**config.mk**
```make
export PLATFORM = sky130hd
export DESIGN_NAME = ldm_uop_seq
export DESIGN_NICKNAME = d
export VERILOG_FILES = /design/src/rtl/ldm_uop_pkg.sv /design/src/rtl/ldm_lowbit.sv /design/src/rtl/ldm_offset_calc.sv /design/src/rtl/ldm_uop_seq.sv
export SDC_FILE = /design/constraint.sdc
export NUM_CORES = 1
export LEC_CHECK = 0
export BUFFER_PORTS_ARGS = -buffer_cell sky130_fd_sc_hd__buf_2
export CAP_MARGIN = 0
export CORE_MARGIN = 8
export CORE_UTILIZATION = 32
export CTS_BUF_LIST = sky130_fd_sc_hd__clkbuf_8
export DETAILED_ROUTE_END_ITERATION = 10
export PLACE_DENSITY = 0.47
export SKIP_LAST_GASP = 1
export SLEW_MARGIN = 20
export SYNTH_ARGS = -nofsm -noshare
export SYNTH_HDL_FRONTEND = slang
export SYNTH_HIERARCHICAL = 1
export SYNTH_SLANG_ARGS = --single-unit
```
**constraint.sdc**
```tcl
create_clock -name clk -period 8.2 [get_ports clk]
set_input_delay 0.82 -clock clk [delete_from_list [all_inputs] [get_ports clk]]
set_output_delay 0.82 -clock clk [all_outputs]
set_load 0.1 [all_outputs]
```
**src/rtl/ldm_uop_pkg.sv**
```systemverilog
package ldm_uop_pkg;
    localparam int NREG  = 16;
    localparam int RIDW  = $clog2(NREG);
    localparam int OFFW  = 8;
    localparam int WORDB = 4;

    typedef enum logic [1:0] {
        UK_BASE  = 2'd0,
        UK_LOAD  = 2'd1,
        UK_STORE = 2'd2,
        UK_WBACK = 2'd3
    } uop_kind_e;

    typedef struct packed {
        logic pre_inc;
        logic ascend;
        logic usr_bank;
        logic wb_en;
        logic is_load;
    } ctl_t;

    typedef struct packed {
        uop_kind_e         kind;
        logic [RIDW:0]     rid;
        logic              force_usr;
        logic signed [OFFW-1:0] off;
        logic              last;
    } uop_t;

    function automatic logic [RIDW:0] popcnt(input logic [NREG-1:0] m);
        logic [RIDW:0] c;
        c = '0;
        for (int i = 0; i < NREG; i++) c = c + {{RIDW{1'b0}}, m[i]};
        return c;
    endfunction
endpackage

```
**src/rtl/ldm_lowbit.sv**
```systemverilog
module ldm_lowbit
    import ldm_uop_pkg::*;
#(
    parameter int W = NREG
) (
    input  logic [W-1:0]         vec,
    output logic [$clog2(W)-1:0] idx,
    output logic [W-1:0]         rest
);
    logic [W-1:0] iso;
    always_comb begin
        iso  = vec & (~vec + 1'b1);
        rest = vec & ~iso;
        idx  = '0;
        for (int i = W - 1; i >= 0; i--)
            if (vec[i]) idx = i[$clog2(W)-1:0];
    end
endmodule

```
**src/rtl/ldm_offset_calc.sv**
```systemverilog
module ldm_offset_calc
    import ldm_uop_pkg::*;
(
    input  logic [RIDW:0]          cnt,
    input  logic                   ascend,
    input  logic                   pre_inc,
    output logic signed [OFFW-1:0] start_off,
    output logic signed [OFFW-1:0] step,
    output logic signed [OFFW-1:0] wb_off
);
    logic signed [OFFW-1:0] span;
    always_comb begin
        span = OFFW'(cnt) * OFFW'(WORDB);
        if (ascend) start_off = '0;
        else        start_off = span - OFFW'(WORDB);
        if (pre_inc) start_off = start_off + OFFW'(WORDB);
        step   = ascend ? OFFW'(WORDB) : -OFFW'(WORDB);
        wb_off = ascend ? span : -span;
    end
endmodule

```
**src/rtl/ldm_uop_seq.sv**
```systemverilog
module ldm_uop_seq
    import ldm_uop_pkg::*;
(
    input  logic        clk,
    input  logic        rst,
    input  logic        cmd_valid,
    output logic        cmd_ready,
    input  logic [15:0] cmd_mask,
    input  logic [3:0]  cmd_base,
    input  logic        cmd_pre_inc,
    input  logic        cmd_ascend,
    input  logic        cmd_usr_bank,
    input  logic        cmd_wb_en,
    input  logic        cmd_is_load,
    output logic        uop_valid,
    input  logic        uop_ready,
    output logic [1:0]  uop_kind,
    output logic [4:0]  uop_reg,
    output logic        uop_force_usr,
    output logic [7:0]  uop_offset,
    output logic        uop_last
);
    typedef enum logic [1:0] {S_IDLE, S_BASE, S_XFER, S_WB} st_e;

    st_e                    st_q;
    logic [NREG-1:0]        mask_q;
    logic [RIDW-1:0]        base_q;
    ctl_t                   ctl_q;
    logic signed [OFFW-1:0] off_q, step_q, wbo_q;

    logic [RIDW:0]          cnt_in;
    logic signed [OFFW-1:0] so_in, st_in, wb_in;
    logic [RIDW-1:0]        low_idx;
    logic [NREG-1:0]        low_rest;
    uop_t                   cur;
    logic                   fire, accept;

    assign cnt_in = popcnt(cmd_mask);

    ldm_offset_calc u_off (
        .cnt(cnt_in), .ascend(cmd_ascend), .pre_inc(cmd_pre_inc),
        .start_off(so_in), .step(st_in), .wb_off(wb_in)
    );

    ldm_lowbit #(.W(NREG)) u_low (.vec(mask_q), .idx(low_idx), .rest(low_rest));

    assign cmd_ready = (st_q == S_IDLE);
    assign accept    = cmd_valid && cmd_ready;
    assign uop_valid = (st_q != S_IDLE);
    assign fire      = uop_valid && uop_ready;

    always_comb begin
        cur = '{kind: UK_BASE, rid: '0, force_usr: 1'b0, off: '0, last: 1'b0};
        unique case (st_q)
            S_BASE: begin
                cur.kind = UK_BASE;
                cur.rid  = {1'b0, base_q};
                cur.last = (mask_q == '0) && !ctl_q.wb_en;
            end
            S_XFER: begin
                cur.kind      = ctl_q.is_load ? UK_LOAD : UK_STORE;
                cur.force_usr = ctl_q.usr_bank;
                cur.rid       = ctl_q.usr_bank ? ({1'b0, low_idx} + (RIDW+1)'(NREG))
                                               : {1'b0, low_idx};
                cur.off       = off_q;
                cur.last      = (low_rest == '0) && !ctl_q.wb_en;
            end
            S_WB: begin
                cur.kind = UK_WBACK;
                cur.rid  = {1'b0, base_q};
                cur.off  = wbo_q;
                cur.last = 1'b1;
            end
            default: ;
        endcase
    end

    assign uop_kind      = cur.kind;
    assign uop_reg       = cur.rid;
    assign uop_force_usr = cur.force_usr;
    assign uop_offset    = cur.off;
    assign uop_last      = cur.last;

    always_ff @(posedge clk) begin
        if (rst) begin
            st_q   <= S_IDLE;
            mask_q <= '0;
            base_q <= '0;
            ctl_q  <= '0;
            off_q  <= '0;
            step_q <= '0;
            wbo_q  <= '0;
        end else if (accept) begin
            st_q   <= S_BASE;
            mask_q <= cmd_mask;
            base_q <= cmd_base;
            ctl_q  <= '{pre_inc: cmd_pre_inc, ascend: cmd_ascend,
                        usr_bank: cmd_usr_bank, wb_en: cmd_wb_en, is_load: cmd_is_load};
            off_q  <= so_in;
            step_q <= st_in;
            wbo_q  <= wb_in;
        end else if (fire) begin
            unique case (st_q)
                S_BASE: st_q <= (mask_q != '0) ? S_XFER : (ctl_q.wb_en ? S_WB : S_IDLE);
                S_XFER: begin
                    mask_q <= low_rest;
                    off_q  <= off_q + step_q;
                    if (low_rest == '0) st_q <= ctl_q.wb_en ? S_WB : S_IDLE;
                end
                S_WB:    st_q <= S_IDLE;
                default: st_q <= S_IDLE;
            endcase
        end
    end
endmodule

```
==> results of run 1 <==
[routing by layer]
metal,wire length (µm),vias to the layer above,track usage [%]
met3,345,10,2.947
li1,-,1723,-
met5,0,-,0
met2,4839,38,23.03
met4,135,0,3.687
met1,4610,1551,16.60
[critical path, delay by kind of cell]
family	cells	cell delay, ps
buffers and inverters	6	450
AND/OR/NAND/NOR	3	330
AO/OA/AOI/OAI	6	1050
adder cells (fa/ha/maj)	8	3090
[registers in the layout (all words and copies together), names as in the netlist]
| signal | cells |
|---|---|
| wbo_q | 8 |
| ctl_q | 3 |
| step_q | 8 |
| off_q | 8 |
| base_q | 4 |
| mask_q | 16 |
| st_q | 2 |
[layout by cell type, fill, tap and decap left out, types with 4 or more instances in the layout]
cell type   n
nand2_1    96
a22o_1      7
nor4_1      9
buf_2      47
dfxtp_1    49
clkbuf_8    6
fa_1       11
ha_1       18
conb_1      8
nor3_1     10
o21ai_0    14
inv_1      43
xnor2_1     9
nor2_1     53
xor2_1      4
o21a_1      8
a21oi_1    41
a311oi_1   19
nor2b_1     5
and2_1      6
[layout make-up]
cell class | count | area, µm²
fillers | 1264 | 7336
repair buffers | 49 | 250.2
clock buffers | 6 | 82.58
multi-input cells | 373 | 2376
flip-flops and latches | 49 | 980.9
well taps | 143 | 178.9
inverters | 43 | 161.4
clock inverters | 1 | 3.754
[where the power goes]
group	internal, µW	switching [µW]	leakage, µW
Clock	65.9	81.0	0.0000485
Sequential	264	25.6	0.000404
Combinational	209	295	0.00122
Total	539	401	0.00167
[cells by family after synthesis]
group / Yosys count / synth area share (%)
multiplexers: 3 / 0.9115
buffers and inverters: 82 / 9.993
other: 3 / 0.3038
adder cells (fa/ha/maj): 29 / 12.02
flip-flops: 49 / 26.47
AO/OA/AOI/OAI: 117 / 22.22
XOR/XNOR: 13 / 3.072
AND/OR/NAND/NOR: 203 / 25.02
[worst max-delay path by stage]
stage	start	end	slack, ps	depth (start not counted)
floorplan	cmd_mask[0]	off_q[6]	2880	22
global placement	cmd_mask[0]	off_q[6]	2480	23
detailed placement	cmd_mask[0]	off_q[6]	2390	23
CTS	cmd_mask[0]	off_q[6]	2690	23
global route	cmd_mask[0]	off_q[6]	2320	23
finish	cmd_mask[0]	off_q[6]	2690	23
[stage by stage]
step / hold WS [ps] / instance area (µm²) / cells / utilization, %
detailed placement: 442.2 / 3948 / 657 / 34.72
floorplan: 431.7 / 3725 / 504 / -
global route: 477.6 / 4034 / 664 / 35.48
global placement: 439.5 / 3948 / 657 / 34.72
CTS: 455.4 / 4034 / 664 / 35.48
finish: 454.4 / 4034 / 664 / 35.48
==> results.yml, run 1 <==
global_route:
  grt_max_degree: 67
  grt_pass1_vias: 3312
  antenna_found_initial: 0
  grt.overflow.total: 0
  grt_pass1_wl_mm: 16.46
  grt_usage_pct: 13.44
synthesis:
  ys_types: 58
  ys_seq_area_share_pct: 26.47
  async_flop_share_pct: 0
  yosysTopAreaCell: "dfxtp_1"
  yosysMostFrequentCell: "nand2_1"
  synth_ff_type: "dfxtp_1"
  synth.yosys.warnings: 6
  ys_ff_latch: 49
  netlist_top_cells_count: "nand2_1, nor2_1, dfxtp_1, inv_1, a21oi_1"
  synth_top_area_share_pct: 26.47
  syn_area_um2: 3706
  synth_area_leaders: "dfxtp_1, nand2_1, ha_1, fa_1, a21oi_1"
  synthesis.instances: 499
  synth_edf_count: 0
  syn_area_per_cell_um2: 7.427
timing:
  setup_viol: 0
  rsz0062_at_grt: "no"
  finalMaxSlewViolations: 0
  finalCriticalPeriod_ps: 5510
  hold_viol_final: 0
  setup_ws_ps: 2690
  fin_skew_ps: 4.164
  slew_headroom_pct: 34.12
  worstMarginPinSlew_ps: 988.2
  fin_setup_tns_ps: 0
  finalCritPeriodShare_pct: 67.20
  fmax_ghz: 0.1815
power_and_ir_drop:
  p_total_uw: 940.2
  vdd_ir_drop_max_mv: 0.1075
  leakagePower_uw: 0.001674
  power_density_nw_per_um2: 233.1
cts:
  post_cts_resized: 0
  h-tree-depth: 2
  cts.path.max_buffers: 2
  cts_setup_buffers: 0
  clock-sinks: 49
  cts_inserted_buffers: 5
  cts_tree: "done"
  clk_latency_ps: 300
  cts.clk_slew.worst_paths_ps: 90
  holdBufCountCts: 0
  clockRootBuffer: "clkbuf_8"
worst_setup_path:
  critPathSlowestCell: "fa_1"
  critical_path.cell_chain: "buf_2, inv_1, fa_1, fa_1, fa_1, fa_1, inv_1, ha_1, inv_1, fa_1, inv_1, inv_1, ha_1, nor2_1, ha_1, nand2_1, a2111oi_4, o211ai_2, o211ai_2, nor2_1, a311oi_1, o31ai_1, a21oi_1"
  crit_type: "in2reg"
  path_max_fanout: 5
  r2r_start: "mask_q[0]"
  worstPathArrival_ps: 5750
  reg2reg_to: "st_q[0]"
  critPathRequiredTime_ps: 8440
  worst-r2r-cell-count: 9
  crit_path_max_incr_delay_ps: 560
  crit_path_start_kind: "input pin"
  reg2reg_slack_ps: 5180
  end_kind: "flop"
floorplan:
  dieHeight_um: 123.6
  core-area_um2: 11370
  die_w_um: 123.6
  io_pins: 48
  start_util_pct: 32.60
  die-area_um2: 15280
  rows: 39
drt:
  avgViaCountPerCell: 5.003
  vias: 3322
  post_drt_wl_per_cell_um: 14.96
  drcViolationCount: 0
  drt_iter0_markers: 173
  wl_mm: 9.931
  firstDrtPassIters: 4
  ant_nets: 0
final_layout:
  layout-drive-gt1-share_pct: 14.20
  layout.nets: 579
  area_delta_synth_final_pct: 8.845
  diodes: 0
place:
  dpl.hpwl_mm: 7.270
  io_buffer_count: 47
  place_ws_ps: 2394
  gp_congestion: 0.7921
hold_path:
  hold_path.class: "reg2reg"
  worstHoldPathCells: 2
  holdCritStartpoint: "ctl_q[2]"
  holdPathEnd: "ctl_q[2]"
status:
  status: "completed"
run:
  drv_cap: 0
Note: power is estimated with default switching activity, not from simulation.
==> run 2: changes to the inputs <==
--- a/config.mk
+++ b/config.mk
@@ -11,7 +11,7 @@
 export CORE_UTILIZATION = 32
 export CTS_BUF_LIST = sky130_fd_sc_hd__clkbuf_8
 export DETAILED_ROUTE_END_ITERATION = 10
-export PLACE_DENSITY = 0.47
+export PLACE_DENSITY = 0.49
 export SKIP_LAST_GASP = 1
 export SLEW_MARGIN = 20
 export SYNTH_ARGS = -nofsm -noshare
==> constraint.sdc (replaced) <==
create_clock -name clk -period 4.6 [get_ports clk]
set_input_delay 0.46 -clock clk [delete_from_list [all_inputs] [get_ports clk]]
set_output_delay 0.46 -clock clk [all_outputs]
set_load 0.1 [all_outputs]
==> results.yml, run 2 (synthesized netlist as in run 1, its figures left out) <==
power_and_ir_drop:
  power_frac_clock_pct: 14.9
  p_switching_uw: 869.0
  power_density_nw_per_um2: 498.0
  p_sw_share_pct: 39.49
  combPwrFrac_pct: 61.6
  sequentialPowerShare_pct: 23.5
  vdd_ir_drop_max_mv: 0.2810
  internal_power_uw: 1332
  leakagePower_uw: 0.001871
timing:
  hold_ws_ps: 376.4
  rsz0062_at_grt: "yes"
  setup_viol: 1
  finalCritPeriodShare_pct: 104.1
  worstMarginPinSlew_ps: 988.5
  fin_setup_tns_ps: -189.9
  finalMaxSlewViolations: 0
  fin_skew_ps: 4.955
  setup_ws_ps: -189.9
  finalCriticalPeriod_ps: 4790
  hold_viol_final: 0
  slew_headroom_pct: 34.10
  fmax_ghz: 0.2088
hold_path:
  worstHoldPathCells: 3
  hold_path.class: "in2reg"
  holdCritStartpoint: "cmd_base[0]"
  holdPathEnd: "base_q[0]"
final_layout:
  final_common_cell: "nand2_1"
  layout-drive-gt1-share_pct: 22.87
  post-route-util_pct: 38.87
  num-fill-cells: 1242
  diodes: 0
  largest_reg_flops: 16
  layout.nets: 608
  most-common-layout-cells: "nand2_1, nor2_1, dfxtp_1"
  regMostFlops: "mask_q"
  area_delta_synth_final_pct: 19.24
cts:
  cts_inserted_buffers: 5
  clockRootBuffer: "clkbuf_8"
  h-tree-depth: 2
  clock-sinks: 49
  cts_tree: "done"
  clk_latency_ps: 310
  cts.path.max_buffers: 2
  cts.clk_slew.worst_paths_ps: 90
global_route:
  grt_pass1_wl_mm: 16.80
  antenna_found_initial: 0
  grt_pass1_vias: 3550
  grt.overflow.total: 0
  grt_usage_pct: 13.72
  grt_max_degree: 50
worst_setup_path:
  critPathSlowestCell: "fa_1"
  crit_start: "cmd_mask[0]"
  end_kind: "flop"
  worstPathArrival_ps: 5030
  reg2reg_slack_ps: 1530
  path_buf_inv: 6
  crit_top_cell: "fa_1"
  reg2reg_to: "st_q[0]"
  crit_path_max_incr_delay_ps: 560
  crit_type: "in2reg"
  critPathRequiredTime_ps: 4840
  r2r_start: "mask_q[0]"
  path_max_fanout: 4
  critical_path.cell_chain: "buf_8, inv_4, fa_1, fa_1, fa_1, fa_1, inv_1, ha_2, inv_2, fa_2, inv_2, inv_2, ha_4, nor2_4, ha_2, nand2_4, a2111oi_4, o211ai_2, o211ai_2, nor2_1, a311oi_1, o31ai_1, a21oi_1"
  worst-r2r-cell-count: 9
  crit_path_start_kind: "input pin"
  path_delay_family: "adder cells"
place:
  io_buffer_count: 47
  gp_congestion: 0.8122
  dpl.hpwl_mm: 7.655
floorplan:
  core-area_um2: 11370
  die_w_um: 123.6
  rows: 39
  io_pins: 48
  die-area_um2: 15280
  start_util_pct: 32.60
  dieHeight_um: 123.6
run:
  drv_cap: 0
drt:
  firstDrtPassIters: 4
  avgViaCountPerCell: 5.102
  post_drt_wl_per_cell_um: 14.75
  vias: 3541
  drt_iter0_markers: 189
  wl_mm: 10.24
  ant_nets: 0
  drcViolationCount: 0
status:
  status: "finished, violations left"
  violations: "setup timing"
==> run 2: final cells by class <==
cell class	instances	area, µm²	share of cell area, %
inverter	43	163.9	3.709
multi-input combinational	373	2472	55.95
clock buffer	6	82.58	1.869
sequential	49	980.9	22.20
clock inverter	2	33.78	0.7644
tap	143	178.9	4.049
timing repair buffer	78	506.7	11.47
==> run 2: tightest hold or removal path: cells and delay by family <==
kind	cells	cell delay, ps
AND/OR/NAND/NOR	1	40
AO/OA/AOI/OAI	1	50
buffers and inverters	1	100
==> run 2: worst max path at each step <==
stage / cells after the start / to
floorplan: 22 / off_q[6]
finish: 23 / off_q[6]
global placement: 22 / off_q[6]
global route: 23 / off_q[6]
detailed placement: 22 / off_q[6]
CTS: 23 / off_q[6]
==> run 2: timing repair <==
action / in CTS / in global routing
endpoints found under the setup margin: 3 / 6
pin swaps: 1 / 10
hold buffers: 0 / 0
setup buffers: 0 / 2
resized for setup: 1 / 27
==> run 2: metal layers <==
layer | part of all wire [%] | wire length [µm] | global-route usage (%) | vias up
li1 | - | - | - | 1781
met1 | 45 | 4603 | 16.40 | 1694
met2 | 50 | 5144 | 24.47 | 57
met3 | 3.7 | 380 | 2.856 | 9
met4 | 1.1 | 110 | 3.386 | 0
met5 | 0 | 0 | 0 | -
==> run 2: power by group through the flow <==
stage / combinational (µW) / clock (µW) / sequential, µW
global placement: 1190 / 0 / 526
finish: 1350 / 328 / 518
detailed placement: 1210 / 0 / 527
floorplan: 824 / 0 / 513
global route: 1500 / 352 / 525
CTS: 1220 / 339 / 517
==> run 2: through the flow <==
stage / cells / power [µW] / worst slack (ps) / cell area [µm²]
after floorplan: 504 / 1337 / -134.0 / 3755
after global placement: 684 / 1719 / -458.1 / 4180
after detailed placement: 684 / 1739 / -580.3 / 4180
after CTS: 692 / 2078 / -235.4 / 4297
after global routing: 694 / 2374 / -468.4 / 4419
final: 694 / 2201 / -189.9 / 4419
